## config.mk

```make
export PLATFORM = sky130hd
export DESIGN_NAME = rtc_irq_flags
export DESIGN_NICKNAME = d
export VERILOG_FILES = /design/src/rtl/rtc_irq_pkg.sv /design/src/rtl/rtc_sync_track.sv /design/src/rtl/rtc_flag_bits.sv /design/src/rtl/rtc_irq_enable.sv /design/src/rtl/rtc_irq_flags.sv
export SDC_FILE = /design/constraint.sdc
export NUM_CORES = 1
export LEC_CHECK = 0
export CORE_UTILIZATION = 28
export CTS_CLUSTER_SIZE = 25
export DETAILED_ROUTE_END_ITERATION = 7
export PLACE_DENSITY = 0.66
export SLEW_MARGIN = 25
export SYNTH_ARGS = -nofsm -noshare
export SYNTH_HDL_FRONTEND = slang
export SYNTH_SLANG_ARGS = --single-unit
```

## constraint.sdc

```tcl
create_clock -name clk -period 2.1 [get_ports clk]
set_clock_uncertainty 0.05 [all_clocks]
set_input_delay 0.42 -clock clk [delete_from_list [all_inputs] [get_ports clk]]
set_output_delay 0.42 -clock clk [all_outputs]
set_load 0.05 [all_outputs]
```

## src/rtl/rtc_irq_pkg.sv

```systemverilog
package rtc_irq_pkg;
    localparam int REG_W   = 8;
    localparam int ADDR_W  = 2;
    localparam int NUM_SRC = 3;

    localparam int SRC_CMP  = 0;
    localparam int SRC_SYNC = 1;
    localparam int SRC_OVF  = 2;

    typedef enum logic [1:0] {
        CAUSE_OTHER  = 2'd0,
        CAUSE_ENABLE = 2'd1,
        CAUSE_SWRST  = 2'd2
    } sync_cause_e;

    typedef enum logic [ADDR_W-1:0] {
        ADR_EN_CLR = 2'd0,
        ADR_EN_SET = 2'd1,
        ADR_FLAGS  = 2'd2
    } reg_addr_e;

    typedef struct packed {
        logic               wr_flags;
        logic               wr_en_set;
        logic               wr_en_clr;
        logic [NUM_SRC-1:0] bits;
    } bus_cmd_t;

    function automatic int src_bit(input int idx);
        case (idx)
            SRC_CMP:  return 0;
            SRC_SYNC: return 6;
            default:  return 7;
        endcase
    endfunction

    function automatic logic [REG_W-1:0] expand(input logic [NUM_SRC-1:0] v);
        logic [REG_W-1:0] w;
        w = '0;
        for (int i = 0; i < NUM_SRC; i++) w[src_bit(i)] = v[i];
        return w;
    endfunction

    function automatic logic [NUM_SRC-1:0] compress(input logic [REG_W-1:0] w);
        logic [NUM_SRC-1:0] v;
        for (int i = 0; i < NUM_SRC; i++) v[i] = w[src_bit(i)];
        return v;
    endfunction
endpackage

```

## src/rtl/rtc_sync_track.sv

```systemverilog
module rtc_sync_track
    import rtc_irq_pkg::*;
(
    input  logic        clk,
    input  logic        rst,
    input  logic        busy_i,
    input  sync_cause_e cause_i,
    output logic        ready_o
);
    logic        busy_q;
    sync_cause_e cause_q;
    logic        rise, fall;

    assign rise    = busy_i & ~busy_q;
    assign fall    = ~busy_i & busy_q;
    assign ready_o = fall & (cause_q == CAUSE_OTHER);

    always_ff @(posedge clk) begin
        if (rst) begin
            busy_q  <= 1'b0;
            cause_q <= CAUSE_OTHER;
        end else begin
            busy_q <= busy_i;
            if (rise) cause_q <= cause_i;
        end
    end

    AST_CAUSE_HELD: assert property (@(posedge clk) disable iff (rst)
        (busy_q && busy_i) |=> $stable(cause_q));
endmodule

```

## src/rtl/rtc_flag_bits.sv

```systemverilog
module rtc_flag_bits #(
    parameter int N = 3
) (
    input  logic         clk,
    input  logic         rst,
    input  logic [N-1:0] set_i,
    input  logic [N-1:0] clr_i,
    output logic [N-1:0] flags_o
);
    for (genvar g = 0; g < N; g++) begin : g_flag
        logic q;
        always_ff @(posedge clk) begin
            if (rst) q <= 1'b0;
            else     q <= set_i[g] | (q & ~clr_i[g]);
        end
        assign flags_o[g] = q;

        AST_SET_WINS: assert property (@(posedge clk) disable iff (rst)
            set_i[g] |=> q);
        AST_ZERO_KEEPS: assert property (@(posedge clk) disable iff (rst)
            (q && !clr_i[g]) |=> q);
    end
endmodule

```

## src/rtl/rtc_irq_enable.sv

```systemverilog
module rtc_irq_enable #(
    parameter int N = 3
) (
    input  logic         clk,
    input  logic         rst,
    input  logic [N-1:0] set_i,
    input  logic [N-1:0] clr_i,
    output logic [N-1:0] mask_o
);
    logic [N-1:0] mask_q;

    always_ff @(posedge clk) begin
        if (rst) mask_q <= '0;
        else     mask_q <= (mask_q | set_i) & ~clr_i;
    end
    assign mask_o = mask_q;

    AST_EN_SET: assert property (@(posedge clk) disable iff (rst)
        (set_i != '0 && clr_i == '0) |=> ((mask_o & $past(set_i)) == $past(set_i)));
endmodule

```

## src/rtl/rtc_irq_flags.sv

```systemverilog
module rtc_irq_flags
    import rtc_irq_pkg::*;
(
    input  logic              clk,
    input  logic              rst,
    input  logic              ovf_pulse,
    input  logic              cmp_pulse,
    input  logic              sync_busy,
    input  logic [1:0]        sync_cause,
    input  logic              bus_sel,
    input  logic              bus_wr,
    input  logic [ADDR_W-1:0] bus_addr,
    input  logic [REG_W-1:0]  bus_wdata,
    output logic [REG_W-1:0]  bus_rdata,
    output logic              irq
);
    bus_cmd_t           cmd;
    logic [NUM_SRC-1:0] hw_set, flag_clr, flags, mask, en_set, en_clr;
    logic               sync_ready;
    logic               irq_q;

    always_comb begin
        cmd           = '0;
        cmd.bits      = compress(bus_wdata);
        cmd.wr_flags  = bus_sel & bus_wr & (bus_addr == ADR_FLAGS);
        cmd.wr_en_set = bus_sel & bus_wr & (bus_addr == ADR_EN_SET);
        cmd.wr_en_clr = bus_sel & bus_wr & (bus_addr == ADR_EN_CLR);
    end

    rtc_sync_track u_sync (
        .clk     (clk),
        .rst     (rst),
        .busy_i  (sync_busy),
        .cause_i (sync_cause_e'(sync_cause)),
        .ready_o (sync_ready)
    );

    always_comb begin
        hw_set           = '0;
        hw_set[SRC_OVF]  = ovf_pulse;
        hw_set[SRC_CMP]  = cmp_pulse;
        hw_set[SRC_SYNC] = sync_ready;
    end

    assign flag_clr = cmd.wr_flags  ? cmd.bits : '0;
    assign en_set   = cmd.wr_en_set ? cmd.bits : '0;
    assign en_clr   = cmd.wr_en_clr ? cmd.bits : '0;

    rtc_flag_bits #(.N(NUM_SRC)) u_flags (
        .clk     (clk),
        .rst     (rst),
        .set_i   (hw_set),
        .clr_i   (flag_clr),
        .flags_o (flags)
    );

    rtc_irq_enable #(.N(NUM_SRC)) u_enable (
        .clk    (clk),
        .rst    (rst),
        .set_i  (en_set),
        .clr_i  (en_clr),
        .mask_o (mask)
    );

    always_ff @(posedge clk) begin
        if (rst) irq_q <= 1'b0;
        else     irq_q <= |(flags & mask);
    end
    assign irq = irq_q;

    always_comb begin
        case (bus_addr)
            ADR_FLAGS:              bus_rdata = expand(flags);
            ADR_EN_SET, ADR_EN_CLR: bus_rdata = expand(mask);
            default:                bus_rdata = '0;
        endcase
    end

    logic ast_ok;
    always_ff @(posedge clk) ast_ok <= !rst;

    AST_RSVD_ZERO: assert property (@(posedge clk) disable iff (rst)
        bus_rdata[5:1] == 5'd0);
    AST_OVF_SETS: assert property (@(posedge clk) disable iff (rst)
        ovf_pulse |=> flags[SRC_OVF]);
    AST_CMP_SETS: assert property (@(posedge clk) disable iff (rst)
        cmp_pulse |=> flags[SRC_CMP]);
    AST_ONE_CLEARS: assert property (@(posedge clk) disable iff (rst)
        (cmd.wr_flags && bus_wdata[7] && !ovf_pulse) |=> !flags[SRC_OVF]);
    AST_IRQ_FOLLOW: assert property (@(posedge clk) disable iff (rst || !ast_ok)
        ast_ok |=> (irq == $past(|(flags & mask))));
endmodule

```

==> metrics.md <==
| Metric | Value |
|---|---|
| Synthesized cell area | `475 sq um` |
| Routed len/inst | `10.1 um` |
| WP data arrival | `around 1.5 ns` |
| Tot Pwr | `about 0.47 mW` |
| Synth async-reset ratio | `0%` |
| PD cells | `645 mW/mm^2` |
| Fmax | `about 500 MHz` |
| Fraction of the yosys area taken by sequential cells | `42.1%` |
| Final setup vio count | `0` |
| Critical path buffers and inverters | `3` |
| Total track usage | `around 11%` |
| Post-synth EDFFs | `0` |
| Final Slew Violations | `0` |
| Req. time, crit path | `1.63 ns` |
| Min Tclk post-route | `slightly above 2 ns` |
| # Max-Cap Violations | `0` |
| Chip width | `43.2 um` |
| Largest area contributor in the netlist | `dfxtp_1` |
| Final ANT Viol Nets | `0` |
| Final Hold Viols | `0` |
| Drt pass-1 iters | `4` |
| Register Area | `approximately 200 sq um` |
| Crit. path cell count | `4` |
| Vias in the first global route | `388` |
| DR vias/cell | `4.63` |
| Synth Flop Type | `dfxtp_1` |
| Outcome | `finished, final reports clean` |
| Tcrit/Tclk final | `a little over nine tenths` |
| Critical path cell sequence | `clkdlybuf4s50_1, buf_4, o21ai_0, buf_12` |
| Initial DRC count | `7` |
| Worst Reg-to-Reg Cells | `2` |
| Total global routing overflow | `0` |
| Die area | `between 0.0015 and 0.002 sq mm` |
| WL final | `between 900 and 1000 um` |
| Worst Setup End Kind | `output pin` |
| Initial Util | `a little under a third` |
| RSZ-0062 raised after global routing | `false` |
| Peak VDD IR | `between 400 and 500 uV` |
| Synth warn | `0` |
| Diode count | `0` |
| Ranking of synthesized cells by area | `dfxtp_1, mux2i_1, buf_4` |
| Synthesized flop and latch total | `10` |
| Total negative slack | `0 ns` |
| CTS tree | `built` |
| Min-Delay Path Depth | `2` |
| Num CTS Buffers | `3` |
| DRC | `0` |
| Placer Congestion | `0.825` |
| Most frequent cell after synthesis | `dfxtp_1` |
| IO buf count | `17` |
| Worst path slowest cell | `clkdlybuf4s50_1` |
| CP Class | `primary input to output pin` |
| Filler instances | `~160` |
| Largest net degree at the start of global routing | `11` |
| # rows | `14` |
| H-tree levels | `1` |
| Total number of vias | `about 430` |
| Yosys cell types | `16` |
| Initial antenna violation count | `0` |
| Core area | `between 0.0015 and 0.002 sq mm` |
| Clock root cell | `clkbuf_4` |
| CP max stage delay | `between 0.4 and 0.5 ns` |
| I/O pin count | `28` |
| Lkg Pwr | `approximately 0.30 nW` |
| Die Ht | `~43 um` |
| Cells after synthesis | `55` |
| CP Launch Type | `primary input` |
| Dpl hpwl | `between 700 and 800 um` |
| Largest fanout on the critical path | `5` |
| Commonest cells post-synth | `dfxtp_1, nor2_1, buf_4, mux2i_1` |
| Worst Hold Class | `flip-flop to flip-flop` |
| First-pass GRT wire length | `~1600 um` |
| Syn Area/Cell | `8.64 sq um` |
| Non-Filler Instances | `92` |
| Area occupied by multi-input gates | `between 200 and 250 sq um` |
| Top Family by Delay on Critical Path | `buffers and inverters` |
| Final #Nets | `96` |
| Reg clk slew, reported paths | `about 0.060 ns` |
| CTS sink cnt | `10` |
| P&R area growth vs syn | `52.1%` |
| Latest clock arrival within the worst-skew pair | `around 0.26 ns` |
| Max Root-Sink Buffers | `2` |
| Post-CTS setup buffer count | `0` |
| Placed Cells | `88` |
| Core Util, Final | `between 40% and 50%` |
| Area fraction of the dominant cell type after synthesis | `between 40% and 50%` |
| Share of layout cells above drive strength 1 | `roughly an eighth` |
## registers in the layout, summed over array words and instances (netlist names)
| register | cells |
|---|---|
| u_flags.g_flag.q | 3 |
| irq | 1 |
| u_sync.cause_q | 2 |
| u_sync.busy_q | 1 |
| u_enable.mask_o | 3 |
## routing by layer
layer  GRT usage [%]  vias to the layer above  part of all wire, %
met5               0                        -                    0
met4               0                        0                    0
met3            2.55                        0                  7.3
met2            16.7                       17                   42
met1            16.1                      188                   50
li1                -                      221                    -
## worst min-delay path: stages (launching register included)
cell and delay, ns:
dfxtp_1 0.33, mux2i_1 0.07, nor2_1 0.07
## layout make-up
cell class | count | share of cell area [%]
Tap cell | 16 | 2.77
Clock buffer | 4 | 5.02
Sequential cell | 10 | 27.7
Timing Repair Buffer | 19 | 29.8
Inverter | 4 | 2.08
Multi-Input combinational cell | 39 | 32.7
## repair_timing
| item | CTS | global route |
|---|---|---|
| endpoints found under the hold margin | 0 | 0 |
| hold buffers | 0 | 0 |
| endpoints found under the setup margin | 0 | 3 |
| resized for setup | 0 | 1 |
## stage by stage
step / setup slack (ns) / area (sq um) / hold slack, ns
finish: 0.0863 / 723 / 0.457
detailed placement: 0.0375 / 684 / 0.445
floorplan: 0.114 / 490 / 0.402
global placement: 0.0497 / 684 / 0.426
CTS: 0.0287 / 721 / 0.462
global route: 0.0213 / 723 / 0.508
## where the power goes
part	switching (mW)	internal (mW)
Clock	0.0623	0.105
Sequential	0.00556	0.198
Combinational	0.0511	0.0443
## logic make-up after synthesis
logic type	count (synthesis)	synth area share, %
flip-flops	10	42.1
other	1	0.789
AO/OA/AOI/OAI	6	7.37
AND/OR/NAND/NOR	23	27.4
buffers and inverters	10	11.8
multiplexers	5	10.5
## path summary, 6_finish.rpt
| kind | slack, ns | startpoint | endpoint |
|---|---|---|---|
| min reg2reg | 0.46 | u_sync.cause_q[1] | u_sync.cause_q[1] |
| max reg2reg | 1.01 | u_sync.cause_q[0] | u_flags.g_flag[1].q |
| min | 0.46 | u_sync.cause_q[1] | u_sync.cause_q[1] |
| max | 0.09 | bus_addr[1] | bus_rdata[0] |
## cell usage in the layout, fill, tap and decap left out
master	instances
a222oi_1	1
nand4b_1	4
buf_4	2
o21ai_0	4
a21oi_1	1
inv_1	4
clkbuf_4	3
nor2_1	8
nor2b_2	1
nor2b_1	2
or4b_1	1
nor3_1	2
nand2_1	3
dfxtp_1	10
nor3b_1	2
mux2i_1	5
buf_12	3
clkdlybuf4s50_1	14
conb_1	5
clkbuf_8	1
No activity file was read; power rests on OpenSTA's default activity.
